<file path="config.mk">
export PLATFORM = sky130hd
export DESIGN_NAME = idx_stack_unit
export DESIGN_NICKNAME = d
export VERILOG_FILES = /design/src/rtl/isu_pkg.sv /design/src/rtl/isu_addr_calc.sv /design/src/rtl/isu_ptr_bank.sv /design/src/rtl/idx_stack_unit.sv
export SDC_FILE = /design/constraint.sdc
export NUM_CORES = 1
export LEC_CHECK = 0
export BUFFER_PORTS_ARGS = -buffer_cell sky130_fd_sc_hd__buf_2
export CORE_MARGIN = 3
export CORE_UTILIZATION = 49
export CTS_BUF_LIST = sky130_fd_sc_hd__clkbuf_4 sky130_fd_sc_hd__clkbuf_8 sky130_fd_sc_hd__clkbuf_16
export DETAILED_ROUTE_END_ITERATION = 16
export HOLD_SLACK_MARGIN = 0.06
export PLACE_DENSITY_LB_ADDON = 0.2
export SYNTH_ARGS = -nofsm -noshare
export SYNTH_HDL_FRONTEND = slang
export SYNTH_SLANG_ARGS = --single-unit
</file>
<file path="constraint.sdc">
create_clock -name clk_i -period 3.9 [get_ports clk_i]
set_input_delay 0.585 -clock clk_i [delete_from_list [all_inputs] [get_ports clk_i]]
set_output_delay 0.585 -clock clk_i [all_outputs]
set_load 0.01 [all_outputs]
</file>
<file path="src/rtl/isu_pkg.sv">
package isu_pkg;

    typedef enum logic [1:0] {
        OP_PUSH  = 2'd0,
        OP_POP   = 2'd1,
        OP_READ  = 2'd2,
        OP_WRITE = 2'd3
    } isu_op_e;

    typedef enum logic [1:0] {
        ST_IDLE  = 2'd0,
        ST_FETCH = 2'd1,
        ST_SWAP  = 2'd2
    } isu_state_e;

endpackage

</file>
<file path="src/rtl/isu_addr_calc.sv">
module isu_addr_calc
    import isu_pkg::*;
#(
    parameter int AW   = 10,
    parameter int NPTR = 4,
    parameter int SW   = 3,
    parameter int IW   = 2
) (
    input  logic [1:0]               op_i,
    input  logic [SW-1:0]            sel_i,
    input  logic [AW-1:0]            operand_i,
    input  logic [NPTR-1:0][AW-1:0]  ptrs_i,
    output logic [AW-1:0]            addr_o,
    output logic [IW-1:0]            idx_o,
    output logic                     legal_o
);

    logic          sel_hit;
    logic [AW-1:0] base;
    logic          stack_op;

    always_comb begin
        sel_hit = 1'b0;
        base    = '0;
        idx_o   = '0;
        for (int i = 0; i < NPTR; i++) begin
            if (int'(sel_i) == i + 1) begin
                sel_hit = 1'b1;
                base    = ptrs_i[i];
                idx_o   = IW'(i);
            end
        end
        stack_op = (op_i == OP_PUSH) || (op_i == OP_POP);
        legal_o  = stack_op ? sel_hit : (sel_hit || (sel_i == '0));
        unique case (op_i)
            OP_PUSH: addr_o = base - AW'(1);
            OP_POP:  addr_o = base;
            default: addr_o = operand_i + base;
        endcase
    end

endmodule

</file>
<file path="src/rtl/isu_ptr_bank.sv">
module isu_ptr_bank #(
    parameter int AW      = 10,
    parameter int NPTR    = 4,
    parameter int IW      = 2,
    parameter int RST_PTR = 0
) (
    input  logic                     clk_i,
    input  logic                     rst_ni,
    input  logic                     step_en_i,
    input  logic                     step_up_i,
    input  logic [IW-1:0]            step_idx_i,
    input  logic                     ld_en_i,
    input  logic [IW-1:0]            ld_idx_i,
    input  logic [AW-1:0]            ld_val_i,
    output logic [NPTR-1:0][AW-1:0]  ptrs_o
);

    logic [NPTR-1:0][AW-1:0] ptr_d, ptr_q;

    for (genvar g = 0; g < NPTR; g++) begin : g_ptr
        always_comb begin
            ptr_d[g] = ptr_q[g];
            if (step_en_i && (int'(step_idx_i) == g)) begin
                ptr_d[g] = step_up_i ? ptr_q[g] + AW'(1) : ptr_q[g] - AW'(1);
            end
            if (ld_en_i && (int'(ld_idx_i) == g)) begin
                ptr_d[g] = ld_val_i;
            end
        end

        always_ff @(posedge clk_i) begin
            if (!rst_ni) begin
                ptr_q[g] <= AW'(RST_PTR);
            end else begin
                ptr_q[g] <= ptr_d[g];
            end
        end
    end

    assign ptrs_o = ptr_q;


    ptr_step_up_chk: assert property (@(posedge clk_i) disable iff (!rst_ni)
        (step_en_i && step_up_i && !(ld_en_i && ld_idx_i == step_idx_i))
        |=> ptr_q[$past(step_idx_i)] == $past(ptr_q[step_idx_i]) + AW'(1));


    ptr_step_down_chk: assert property (@(posedge clk_i) disable iff (!rst_ni)
        (step_en_i && !step_up_i && !(ld_en_i && ld_idx_i == step_idx_i))
        |=> ptr_q[$past(step_idx_i)] == $past(ptr_q[step_idx_i]) - AW'(1));


    ptr_load_chk: assert property (@(posedge clk_i) disable iff (!rst_ni)
        ld_en_i |=> ptr_q[$past(ld_idx_i)] == $past(ld_val_i));

endmodule

</file>
<file path="src/rtl/idx_stack_unit.sv">
module idx_stack_unit
    import isu_pkg::*;
#(
    parameter int AW      = 10,
    parameter int DW      = 32,
    parameter int NPTR    = 4,
    parameter int RST_PTR = 0,
    localparam int SW     = $clog2(NPTR + 1),
    localparam int IW     = (NPTR > 1) ? $clog2(NPTR) : 1
) (
    input  logic                 clk_i,
    input  logic                 rst_ni,
    input  logic                 req_valid_i,
    input  logic [1:0]           req_op_i,
    input  logic [SW-1:0]        req_sel_i,
    input  logic [AW-1:0]        req_operand_i,
    input  logic [DW-1:0]        req_data_i,
    input  logic                 req_ret_i,
    input  logic                 req_to_index_i,
    input  logic                 ld_en_i,
    input  logic [IW-1:0]        ld_idx_i,
    input  logic [AW-1:0]        ld_val_i,
    output logic                 busy_o,
    output logic                 done_o,
    output logic                 err_o,
    output logic                 rd_valid_o,
    output logic [DW-1:0]        rd_data_o,
    output logic [NPTR*AW-1:0]   ptr_o,
    output logic                 mem_req_o,
    output logic                 mem_we_o,
    output logic [AW-1:0]        mem_addr_o,
    output logic [DW-1:0]        mem_wdata_o,
    input  logic [DW-1:0]        mem_rdata_i
);

    typedef struct packed {
        isu_state_e    st;
        logic [AW-1:0] addr;
        logic [DW-1:0] wdata;
        logic          done;
        logic          err;
        logic          rvalid;
        logic [DW-1:0] rdata;
    } ctl_t;

    ctl_t ctl_d, ctl_q;

    logic [NPTR-1:0][AW-1:0] ptrs;
    logic [AW-1:0]           calc_addr;
    logic [IW-1:0]           calc_idx;
    logic                    calc_legal;
    logic                    step_en;
    logic                    step_up;

    isu_addr_calc #(
        .AW   (AW),
        .NPTR (NPTR),
        .SW   (SW),
        .IW   (IW)
    ) addr_i (
        .op_i      (req_op_i),
        .sel_i     (req_sel_i),
        .operand_i (req_operand_i),
        .ptrs_i    (ptrs),
        .addr_o    (calc_addr),
        .idx_o     (calc_idx),
        .legal_o   (calc_legal)
    );

    isu_ptr_bank #(
        .AW      (AW),
        .NPTR    (NPTR),
        .IW      (IW),
        .RST_PTR (RST_PTR)
    ) bank_i (
        .clk_i      (clk_i),
        .rst_ni     (rst_ni),
        .step_en_i  (step_en),
        .step_up_i  (step_up),
        .step_idx_i (calc_idx),
        .ld_en_i    (ld_en_i),
        .ld_idx_i   (ld_idx_i),
        .ld_val_i   (ld_val_i),
        .ptrs_o     (ptrs)
    );

    always_comb begin
        ctl_d        = ctl_q;
        ctl_d.done   = 1'b0;
        ctl_d.err    = 1'b0;
        ctl_d.rvalid = 1'b0;
        mem_req_o    = 1'b0;
        mem_we_o     = 1'b0;
        mem_addr_o   = calc_addr;
        mem_wdata_o  = req_data_i;
        step_en      = 1'b0;
        step_up      = 1'b0;

        unique case (ctl_q.st)
            ST_IDLE: begin
                if (req_valid_i) begin
                    if (!calc_legal) begin
                        ctl_d.done = 1'b1;
                        ctl_d.err  = 1'b1;
                    end else begin
                        unique case (req_op_i)
                            OP_PUSH: begin
                                mem_req_o  = 1'b1;
                                mem_we_o   = 1'b1;
                                step_en    = 1'b1;
                                ctl_d.done = 1'b1;
                            end
                            OP_POP: begin
                                mem_req_o = 1'b1;
                                step_en   = !req_to_index_i;
                                step_up   = 1'b1;
                                ctl_d.st  = ST_FETCH;
                            end
                            OP_READ: begin
                                mem_req_o = 1'b1;
                                ctl_d.st  = ST_FETCH;
                            end
                            default: begin
                                mem_req_o = 1'b1;
                                if (req_ret_i) begin
                                    ctl_d.st    = ST_SWAP;
                                    ctl_d.addr  = calc_addr;
                                    ctl_d.wdata = req_data_i;
                                end else begin
                                    mem_we_o   = 1'b1;
                                    ctl_d.done = 1'b1;
                                end
                            end
                        endcase
                    end
                end
            end
            ST_FETCH: begin
                ctl_d.rvalid = 1'b1;
                ctl_d.rdata  = mem_rdata_i;
                ctl_d.done   = 1'b1;
                ctl_d.st     = ST_IDLE;
            end
            default: begin
                mem_req_o    = 1'b1;
                mem_we_o     = 1'b1;
                mem_addr_o   = ctl_q.addr;
                mem_wdata_o  = ctl_q.wdata;
                ctl_d.rvalid = 1'b1;
                ctl_d.rdata  = mem_rdata_i;
                ctl_d.done   = 1'b1;
                ctl_d.st     = ST_IDLE;
            end
        endcase
    end

    always_ff @(posedge clk_i) begin
        if (!rst_ni) begin
            ctl_q <= '{st: ST_IDLE, default: '0};
        end else begin
            ctl_q <= ctl_d;
        end
    end

    assign busy_o     = (ctl_q.st != ST_IDLE);
    assign done_o     = ctl_q.done;
    assign err_o      = ctl_q.err;
    assign rd_valid_o = ctl_q.rvalid;
    assign rd_data_o  = ctl_q.rdata;
    assign ptr_o      = ptrs;


    busy_single_chk: assert property (@(posedge clk_i) disable iff (!rst_ni)
        busy_o |=> !busy_o);


    busy_then_done_chk: assert property (@(posedge clk_i) disable iff (!rst_ni)
        busy_o |=> (done_o && rd_valid_o));


    err_with_done_chk: assert property (@(posedge clk_i) disable iff (!rst_ni)
        err_o |-> (done_o && !rd_valid_o));


    err_no_mem_chk: assert property (@(posedge clk_i) disable iff (!rst_ni)
        err_o |-> !$past(mem_req_o));


    rvalid_done_chk: assert property (@(posedge clk_i) disable iff (!rst_ni)
        rd_valid_o |-> done_o);

endmodule

</file>
## Yosys cells after proc, flatten, opt, wreduce, memory -nomap -nowiden

Cells that the tools add are included.

| storage, ports and cells | value |
|---|---|
| bits in registers | 119 |
| bits in latches | 0 |
| memory bits (writable) | 0 |
| memory bits (read-only) | 0 |
| input port bits | 97 |
| word-level logic and storage cells | 115 |
| memories kept | 0 |

| cells by class | value |
|---|---|
| $add $sub $neg | 10 |
| $mul | 0 |
| divide/modulo/power cells | 0 |
| $lt $le $gt $ge | 0 |
| equal/unequal tests | 13 |
| shifts and indexed selects | 0 |
| mux-type cells | 50 |
| bitwise operators | 2 |
| reduce and logical (&&, ||, !) cells | 29 |

Operators with widths:

| operator | number |
|---|---|
| $mux W10 | 17 |
| $sub A10 B1 Y10 const B | 5 |
| $mux W44 | 1 |
| $add A10 B1 Y10 const B | 4 |
| $mux W33 | 1 |
| $mux W32 | 1 |
| $mux W1 | 21 |
| $pmux W10 S2 | 1 |
| $reduce_bool A2 Y1 | 6 |
| $add A10 B10 Y10 | 1 |
| $eq A2 B2 Y1 const B | 5 |
| $eq A3 B3 Y1 const B | 3 |
| $eq A2 B1 Y1 const B | 4 |
| $logic_and A1 B1 Y1 | 8 |
| $logic_not A2 Y1 | 4 |
| $pmux W1 S2 | 4 |
| $mux W2 | 3 |
| $reduce_and A5 Y1 | 1 |
| $pmux W2 S2 | 1 |
| $reduce_and A4 Y1 | 1 |
| $reduce_or A2 Y1 | 2 |
| $eq A3 B2 Y1 const B | 1 |
| $logic_not A3 Y1 | 1 |
| $reduce_and A3 Y1 | 1 |
| 5 further kinds | 7 |

## Logic depth before layout (Yosys ltp)

Gate-level depths: netlist of the first run.

| logic depth | value |
|---|---|
| word-level depth | 13 |
| depth in mapped cells | 13 |

## Cells and area by module

Synthesis of the first run repeated with hierarchy kept, for this count alone.

| unflattened totals | value |
|---|---|
| cell total of the unflattened synthesis | 996 |
| area total of the unflattened synthesis | 8365.5 um2 |

By module, submodules not included:

| module | instances | cells an instance | area an instance (um2) |
|---|---|---|---|
| idx_stack_unit | 1 | 432 | 3916.3 |
| isu_ptr_bank | 1 | 418 | 3434.5 |
| isu_addr_calc | 1 | 146 | 1014.7 |

## Worst setup path before layout of the first run

OpenSTA, ideal clock, no wires.

| timing path | value |
|---|---|
| path type | in2out |
| start | input port req_operand_i[2] |
| end | output port mem_addr_o[9] |
| data arrival time | 3.499 ns |
| data required time | 3.315 ns |
| slack | -0.184 ns |
| stages on the path | 11 |
| buffers on the path | 0 |
| cells stage by stage | or4_4 or2_2 nand2_1 or3b_2 ha_1 a21oi_1 nand2_1 or4_1 a21o_1 and4_4 o31ai_2 |

| between the ends | value |
|---|---|
| cells in the longest elaborated chain, start to end | 3 |

RTL lines:

| item | RTL line | source |
|---|---|---|
| from (decl) | idx_stack_unit.sv:16 | `input logic [AW-1:0] req_operand_i,` |
| $add A10 B10 Y10 | isu_addr_calc.sv:38 | `default: addr_o = operand_i + base;` |
| $pmux W10 S2 | isu_addr_calc.sv:35 | `unique case (op_i)` |
| $mux W10 | idx_stack_unit.sv:99 | `unique case (ctl_q.st)` |
| to (decl) | idx_stack_unit.sv:31 | `output logic [AW-1:0] mem_addr_o,` |

No other way between the ends.

## Worst setup path in the final report of the first run

Same ends and word-level chain as after synthesis.

==> run metrics, run 1 <==
RSZ-0062 raised after global routing=true; CORE AREA=0.01594 sq mm; part of the Yosys area used for sequential elements=0.2980; number of synthesized flops with an enable pin=0; Period minus WS final=4.022 ns; syn_area_per_cell=7.837 sq um; leading area contributor after synthesis=dfxtp_1; port buffer count=216; Routed Antenna Nets=0; DR iter-0 viols=575; final setup violation count=2; post-synthesis async set-or-reset flop share=0; register clock-pin slew on the reported worst setup and hold paths=0.06 ns; Slew HR=0.3255; Max Fclk=248.7 MHz; Crit Path Max Fanout=3; crit-path cells=buf_6, or4_4, or2_4, nand2_2, or3b_4, ha_4, a21oi_4, nand2_1, or4_4, a21o_1, and4_4, o31ai_4, buf_2; GRT Resource Usage Total=0.2483; MaxCap Viol Count=0; final wirelength=23.08 mm; Fin Clk Skew=0.01564 ns; Syn Nets=1167; CTS tree=yes; PnR worst setup slack=-0.1216 ns; Psw=1094 uW; via count=8050; power per cell area=387.4 mW/mm^2; Tcrit/Tclk final=1.031; filler cell count in the final layout=1455; # IOs=217; Most used DFF post-synth=dfxtp_1; Max stage delay on crit path=0.53 ns; WS Path Type=input pin to primary output; Critical Path Sink Type=primary output; later-pin clock latency in the skew report=0.42 ns; Post-Syn Area=0.007994 sq mm; Pwr Total=3898 uW; Int Pwr=2804 uW; commonest non-fill, non-tap cell in the layout=buf_2; DRC errors left=0; hpwl dp=17.12 mm; combinational power share=0.218; Cell variety after synth=72; total CTS buffers=17; Critical-path top delay cell=or4_4; antenna fix cells=0; maximum vdd ir drop=278.5 uV; sw frac=0.2806; Core Rows=46; first-pass GRT wire length=36.32 mm; Slew @ Worst Pin=1.011 ns; Syn Inst Count=1020; Initial Util=0.5014; DR pass1 iterations=9; worst-case clock buffer depth=2; nets=1362; pin count of the biggest net entering global routing=58; Final Hold Viols=0; Worst Path Arrival=3.44 ns; Via density=5.575; placer congestion estimate=0.8770; CP dominant cell by count=or4_4; Synth area leaders=dfxtp_1 (30%), nand2_1 (8.8%), ha_1 (7.0%), a21oi_1 (6.1%), mux2_2 (5.6%); failing checks=negative setup slack; H-Tree Depth=4; required arrival time at the worst endpoint=3.31 ns; routed len/inst=15.99 microns; share of cells above drive strength 1=0.3070; Hold Crit Class=input pin to flop; synth-to-layout area growth=25.89%; register share of total power=0.335; area post-placement=0.009291 sq mm; final instance area=0.01006 sq mm; outcome=finished, violations left; vias in the first global route=7231; Leak=0.004392 uW; clock root cell=clkbuf_16; grt ovf=0; die width=133.7 microns; Top Family by Delay on Critical Path=simple AND/OR/NAND/NOR gates; Startpoint Class=input pin; most frequent cells in the layout=buf_2 (214), nand2_1 (187), dfxtp_1 (118); die area=0.01788 sq mm; Final Max Slew Viols=0; Die Ht=133.7 microns; synthesized flop and latch total=119; initial antenna violation count=1; setup_tns=-0.1402 ns; Yosys warning count=0; Clk pwr share=0.447; hold_ws=0.4056 ns; CTS Sinks=119; crit path buf inv count=2; Yosys top cell area share=0.2980
==> logic make-up (layout without fill, tap and decap cells) <==
kind of cell	count (synthesis)	after routing	synth area share
DFF	119	119	0.2980
and+or+nand+nor	371	371	0.2171
buffers and inverters	118	326	0.07481
adders and majority gates	50	50	0.08296
AOI/OAI and AO/OA	279	279	0.2210
muxes	57	57	0.07763
xor gates and xnor gates	26	26	0.02849
==> path summary, 6_finish.rpt <==
path                                  start                            end  slack, ns  cells after the start
hold reg to reg   rd_data_o[9]$_SDFFE_PN0N_      rd_data_o[9]$_SDFFE_PN0N_       0.44                      2
hold / removal              mem_rdata_i[30]     rd_data_o[30]$_SDFFE_PN0N_       0.41                      3
setup / recovery           req_operand_i[2]                  mem_addr_o[9]      -0.12                     13
setup reg to reg     ctl_q[77]$_SDFFE_PN0P_  bank_i.ptrs_o[8]$_SDFFE_PN0P_       1.00                     11
==> sequential cells by signal (all words and copies together), names as in the netlist <==
signal	count
bank_i.ptrs_o	40
ctl_q	44
err_o	1
rd_data_o	32
done_o	1
rd_valid_o	1
==> routing by layer <==
metal | vias up | track usage | wire [microns]
met2 | 298 | 0.4090 | 10970
met4 | 2 | 0.08743 | 554
met3 | 45 | 0.05136 | 1604
li1 | 4012 | - | -
met1 | 3693 | 0.3233 | 9948
met5 | - | 0 | 9
==> area by class of cell <==
class | instances | area, sq um | share of cell area
multi-input cells | 783 | 5142 | 0.5110
well taps | 216 | 270.3 | 0.02686
flip-flops and latches | 119 | 2384 | 0.2369
clock buffers | 19 | 440.4 | 0.04376
repair buffers | 268 | 1509 | 0.1499
inverters | 26 | 97.59 | 0.009698
clock inverters | 13 | 220.2 | 0.02188
==> cells in the mapped netlist (11+ instances only) <==
cell type	number
nand2_1	188
dfxtp_1	119
a21oi_1	97
o21ai_0	58
nor2_1	56
ha_1	45
clkbuf_1	42
mux2_2	40
buf_4	34
inv_1	23
nor3_1	22
nand3_1	18
mux2i_1	17
nand2b_1	17
xnor2_1	17
a211oi_1	16
nor2b_1	15
a31oi_1	12
or3_1	11
==> power by group through the flow <==
stage	Sequential (uW)	Combinational, uW	Clock (uW)
6_report	1300	850	1740
5_1_grt	1310	940	1820
4_1_cts	1300	840	1770
3_5_place_dp	1330	826	0
3_3_place_gp	1330	817	0
2_1_floorplan	1330	545	0
==> tightest hold or removal path, cell delays in order <==
cell and delay, ns:
buf_2 0.09, nand2_1 0.04, a21oi_1 0.05
==> stage by stage <==
stage                     cells  worst slack [ns]  utilization
after floorplan            1020           0.01459            -
after global placement     1411           -0.2220       0.5828
after detailed placement   1411           -0.2518       0.5828
after CTS                  1444           -0.1230       0.6275
after global routing       1444           -0.1871       0.6312
final                      1444           -0.1216       0.6312
==> what timing repair did <==
| action | CTS | global route |
|---|---|---|
| pin swaps | 4 | 3 |
| setup endpoints to repair | 4 | 4 |
| setup buffers | 1 | 0 |
| hold buffers | 0 | 0 |
| gates resized for setup | 11 | 12 |
Power figures use the tool's default switching activity.
==> run 2: changes to the inputs <==
--- a/config.mk
+++ b/config.mk
@@ -13,4 +13,5 @@
 export HOLD_SLACK_MARGIN = 0.06
 export PLACE_DENSITY_LB_ADDON = 0.2
+export REMOVE_ABC_BUFFERS = 1
 export SYNTH_ARGS = -nofsm -noshare
 export SYNTH_HDL_FRONTEND = slang
==> constraint.sdc (replaced) <==
create_clock -name clk_i -period 3.9 [get_ports clk_i]
set_input_delay 0.585 -clock clk_i [delete_from_list [all_inputs] [get_ports clk_i]]
set_output_delay 0.585 -clock clk_i [all_outputs]
set_load 0.02 [all_outputs]
==> run 2 against run 1 <==
Effect of this change:
- the run still ends with negative setup slack left
- register-to-register slack worse by 0.14 ns
- flip-flop and latch count did not move
- core utilization decreased by 1.0 points
- wire length down 0.17%
- total power shrank 4.3%
- die area stayed put
- count of clock-buffer cells in the layout stayed put
- global-route usage is essentially flat
- worst setup slack worse by 0.0050 ns
- non-clock buffer count down 6
- largest cell class unchanged
- highest routed layer is now met4
==> run metrics, run 2 (same netlist as run 1, synthesis figures left out) <==
outcome=finished, violations left; failing checks=negative setup slack; placer congestion estimate=0.9027 (+2.9%); Core Rows=46 (unchanged); final wirelength=23.04 mm (-0.17%); Period minus WS final=4.027 ns (+0.005040 ns); Slew @ Worst Pin=1.028 ns (+0.01681 ns); Hold Crit Class=input pin to flop; hold_sp=mem_rdata_i[1]; # IOs=217 (unchanged); RSZ-0062 raised after global routing=true; hpwl dp=16.99 mm (-0.74%); Tcrit/Tclk final=1.032 (+0.001292); Slew HR=0.3143 (-0.01122); grt ovf=0 (unchanged); WS Path Type=input pin to primary output; Routed Antenna Nets=0 (unchanged); required arrival time at the worst endpoint=3.31 ns (about the same); DR pass1 iterations=5 (-4); CTS Sinks=119 (unchanged); pre-CTS WS=-0.3698 ns (-0.1180 ns); vias in the first global route=7218 (-0.18%); later-pin clock latency in the skew report=0.41 ns (about the same); depth of the most critical reg-to-reg path=10 (-1); largest register by flop count=ctl_q; pin count of the biggest net entering global routing=67 (+16%); Hold Buf Count CTS=0 (unchanged); Hold Path Cell Cnt=3 (unchanged); area of the multi-input gates=0.005090 sq mm (-1.0%); initial antenna violation count=0 (-1); DR iter-0 viols=474 (-18%); register share of total power=0.351 (+0.016); register clock-pin slew on the reported worst setup and hold paths=0.05 ns (about the same); DRC errors left=0 (unchanged); Psw=1122 uW (+2.5%); sw frac=0.3008 (+0.02016); WL met2=10.49 mm (-4.3%); H-Tree Depth=4 (unchanged); Clk pwr share=0.409 (-0.038); Fin Clk Skew=0.009126 ns (-0.006513 ns); routed len/inst=16.04 microns (+0.32%); Die Ht=133.7 microns (unchanged); antenna fix cells=0 (unchanged); MaxCap Viol Count=0 (unchanged); die width=133.7 microns (unchanged); Final Max Slew Viols=0 (unchanged); Max Fclk=248.3 MHz (-0.13%); PnR worst setup slack=-0.1267 ns (-0.005040 ns); Startpoint Class=input pin; uppermost layer routed=met4; Final Core Density=0.6213 (-0.009967); GRT Resource Usage Total=0.2488 (+0.0004968); Seq. cell area=0.002385 sq mm (about the same); met3 wire len=1.855 mm (+16%); Worst Path Arrival=3.44 ns (about the same); Initial Util=0.5014 (unchanged); total CTS buffers=17 (unchanged); nets=1356 (-0.44%); combinational power share=0.240 (+0.022); worst-case clock buffer depth=2 (unchanged); reg-to-reg slack, setup=0.86 ns (-0.14 ns); Pwr Total=3729 uW (-4.3%); Final Hold Viols=0 (unchanged); via count=8031 (-0.24%); power per cell area=376.5 mW/mm^2 (-2.8%); maximum vdd ir drop=289.4 uV (+3.9%); Largest register FFs=44 (unchanged); Via density=5.589 (+0.25%); Int Pwr=2608 uW (-7.0%); setup_tns=-0.1412 ns (-0.001030 ns); most frequent cells in the layout=buf_2 (212), nand2_1 (188), dfxtp_1 (117); Crit Path Max Fanout=3 (unchanged); commonest non-fill, non-tap cell in the layout=buf_2; reg2reg start=ctl_q[77]$_SDFFE_PN0P_; Leak=0.004317 uW (-1.7%); Hold EP=rd_data_o[1]$_SDFFE_PN0N_; die area=0.01788 sq mm (unchanged); Critical R2R Capture=bank_i.ptrs_o[37]$_SDFFE_PN0P_; filler cell count in the final layout=1495 (+2.7%); synth-to-layout area growth=23.90%; M1 wire length=9.956 mm (about the same); first-pass GRT wire length=36.39 mm (+0.19%); CORE AREA=0.01594 sq mm (unchanged); final setup violation count=2 (unchanged); CTS tree=yes; clock root cell=clkbuf_16; share of cells above drive strength 1=0.3014 (-0.005611); Critical Path Sink Type=primary output; port buffer count=216 (unchanged)
==> run 2: worst max-delay path, stage by stage <==
cell and delay [ns]:
buf_6 0.09, or4_4 0.52, or2_4 0.25, buf_6 0.12, nor3_4 0.12, xnor2_1 0.14
nand2b_1 0.08, ha_2 0.18, a21oi_2 0.14, nand2_1 0.07, or4_4 0.42, a21o_1 0.20
and4_4 0.18, o31ai_2 0.16, buf_4 0.18
==> run 2: area by class of cell <==
type	count	share of cell area
clock buffers	19	0.04573
well taps	216	0.02729
flip-flops and latches	119	0.2408
repair buffers	262	0.1494
multi-input cells	783	0.5139
clock inverters	12	0.01301
inverters	26	0.009853
==> run 2: power groups by stage <==
stage,Clock (uW),Combinational (uW),Sequential [uW]
after global routing,1610,984,1310
after detailed placement,0,869,1330
after floorplan,0,525,1370
final,1530,895,1310
after CTS,1560,887,1310
after global placement,0,863,1330
==> run 2: how the worst max path moves through the flow <==
stage	startpoint	cells after the start	endpoint	slack [ns]
5_1_grt	req_operand_i[2]	15	mem_addr_o[9]	-0.23
3_5_place_dp	req_operand_i[2]	13	mem_addr_o[9]	-0.37
6_report	req_operand_i[2]	15	mem_addr_o[9]	-0.13
3_3_place_gp	req_operand_i[2]	13	mem_addr_o[9]	-0.34
4_1_cts	req_operand_i[2]	13	mem_addr_o[9]	-0.10
2_1_floorplan	ctl_q[78]$_SDFFE_PN0P_	9	bank_i.ptrs_o[19]$_SDFFE_PN0P_	-0.36
==> run 2: what timing repair did <==
action	CTS	global route
setup endpoints to repair	4	4
pin swaps	6	10
setup buffers	1	2
gates resized for setup	20	8
==> run 2: per-layer routing <==
layer,up-vias,GRT usage
met3,51,0.05060
met4,0,0.09943
met1,3657,0.3294
li1,3994,-
met5,-,0
met2,329,0.3981
==> run 2: through the flow <==
step / cell area, sq um / std cells / hold slack [ns]
after CTS: 9869 / 1436 / 0.3989
after floorplan: 7493 / 928 / 0.4329
after global routing: 9905 / 1437 / 0.4102
after detailed placement: 9204 / 1404 / 0.4401
final: 9905 / 1437 / 0.4143
after global placement: 9204 / 1404 / 0.4354
==> run 3: changes to the inputs <==
- PLACE_DENSITY: default -> 0.84
- PLACE_DENSITY_LB_ADDON: 0.2 -> default
==> run 3 against run 2 <==
Effect of this change:
- the flow still finishes with violations (negative setup slack)
- fmax fell by 3.1%
- count of clock-buffer cells in the layout fell by 1
- clock power is essentially flat
- register-to-register slack about the same
- sequential power hardly changed
- cell count rose by 1.0%
- critical path depth stayed put
- first-iteration DRC count is 40% higher
- combinational power is 3.5% higher
- via count increased by 5.0%
- global-route usage increased by 0.85 points
- design area grew 1.2%
==> run metrics, run 3 (same netlist as run 1, synthesis figures left out) <==
synth-to-layout area growth=25.39%; failing checks=negative setup slack; placed cells=1416 (+0.85%); WS Path Type=input pin to primary output; grt ovf=0 (unchanged); CORE AREA=0.01594 sq mm (unchanged); die area=0.01788 sq mm (unchanged); CTS tree=yes; pre-CTS WS=-0.4219 ns (-0.05210 ns); Die Ht=133.7 microns (unchanged); filler-free cell count of the finished design=1452 (+1.0%); Slew HR=0.3095 (-0.004821); # IOs=217 (unchanged); Critical Path Sink Type=primary output; final wirelength=24.41 mm (+5.9%); Largest register FFs=44 (unchanged); GRT Resource Usage Total=0.2573 (+0.008478); Slew @ Worst Pin=1.035 ns (+0.007224 ns); Fin Clk Skew=0.01261 ns (+0.003486 ns); later-pin clock latency in the skew report=0.42 ns (about the same); hpwl dp=17.72 mm (+4.3%); Routed Antenna Nets=0 (unchanged); outcome=finished, violations left; DRC errors left=0 (unchanged); H-Tree Depth=4 (unchanged); Via density=5.806 (+3.9%); die width=133.7 microns (unchanged); Tcrit/Tclk final=1.065 (+0.03285); initial antenna violation count=0 (unchanged); register clock-pin slew on the reported worst setup and hold paths=0.06 ns (about the same); nets=1370 (+1.0%); Crit Path Max Fanout=3 (unchanged); Period minus WS final=4.155 ns (+0.1281 ns); Hold Crit Class=input pin to flop; worst-case clock buffer depth=2 (unchanged); DR pass1 iterations=6 (+1); Max Fclk=240.7 MHz (-3.1%); Core Rows=46 (unchanged); Final Hold Viols=0 (unchanged); Initial Util=0.5014 (unchanged); antenna fix cells=0 (unchanged); first-pass GRT wire length=37.41 mm (+2.8%); area post-placement=0.009281 sq mm (+0.84%); hold_ws=0.4093 ns (-0.005023 ns); via count=8430 (+5.0%); Final Max Slew Viols=0 (unchanged); required arrival time at the worst endpoint=3.31 ns (about the same); final setup violation count=3 (+1); total CTS buffers=17 (unchanged); commonest non-fill, non-tap cell in the layout=buf_2; Worst Path Arrival=3.57 ns (+0.13 ns); largest register by flop count=ctl_q; clock root cell=clkbuf_16; MaxCap Viol Count=0 (unchanged); routed len/inst=16.81 microns (+4.8%); vias in the first global route=7574 (+4.9%); PnR worst setup slack=-0.2548 ns (-0.1281 ns); RSZ-0062 raised after global routing=true; DR iter-0 viols=662 (+40%); final instance area=0.01002 sq mm (+1.2%); CTS Sinks=119 (unchanged); Leak=0.004381 uW (+1.5%); placer congestion estimate=0.9547 (+5.8%); reg-to-reg slack, setup=0.87 ns (about the same); port buffer count=216 (unchanged); Startpoint Class=input pin; maximum vdd ir drop=292.6 uV (+1.1%); power per cell area=378.0 mW/mm^2 (+0.38%); most frequent cells in the layout=buf_2 (210), nand2_1 (187), dfxtp_1 (118); share of cells above drive strength 1=0.3083 (+0.006860); pin count of the biggest net entering global routing=50 (-25%)
## run 3: worst paths after layout
path	startpoint	endpoint	cells after the start
hold / removal	req_data_i[22]	ctl_q[57]$_SDFFE_PN0P_	3
setup reg to reg	ctl_q[77]$_SDFFE_PN0P_	bank_i.ptrs_o[27]$_SDFFE_PN0P_	10
setup / recovery	req_operand_i[2]	mem_addr_o[8]	15
hold reg to reg	rd_data_o[13]$_SDFFE_PN0N_	rd_data_o[13]$_SDFFE_PN0N_	2
## run 3: metal layers
metal	global-route usage	share of wire	up-vias
met4	0.1154	0.039	0
li1	-	-	4032
met1	0.3226	0.41	3857
met5	0	0	-
met2	0.4214	0.45	455
met3	0.06005	0.095	86
## run 3: repair_timing
item | 4_1_cts | 5_1_grt
hold buffers | 0 | 0
pin swaps | 6 | 11
resized for setup | 16 | 13
buffers inserted | 1 | 3
endpoints found under the setup margin | 4 | 4
## run 3: report_power, final
group | total (uW) | switching [uW] | internal, uW
Combinational | 926 | 535 | 391
Sequential | 1310 | 45.8 | 1260
Clock | 1550 | 595 | 959
Total | 3790 | 1180 | 2610
## run 3: through the flow
stage	TNS, ns	util	total power (uW)
after floorplan	-1.635	-	1891
after global placement	-1.025	0.5822	2197
after detailed placement	-1.130	0.5822	2213
after CTS	-0.4515	0.6231	3779
after global routing	-0.9403	0.6287	3959
final	-0.6026	0.6287	3789
## run 3: critical path, stage by stage
cell,delay [ns]
buf_6,0.09
or4_4,0.54
or2_4,0.27
nand2_1,0.06
or3b_4,0.38
ha_4,0.18
buf_6,0.11
buf_4,0.14
nor3_1,0.24
nor2_1,0.10
o211ai_1,0.15
nor3b_2,0.24
o31ai_2,0.09
mux2_4,0.28
buf_6,0.13
## run 3: area by class of cell
type                       instances  area, sq um
inverter                          26        97.59
timing repair buffer             276         1578
tap                              216        270.3
clock inverter                    14        150.1
fill                            1371         5919
sequential                       119         2384
clock buffer                      18        439.2
multi-input combinational        783         5105
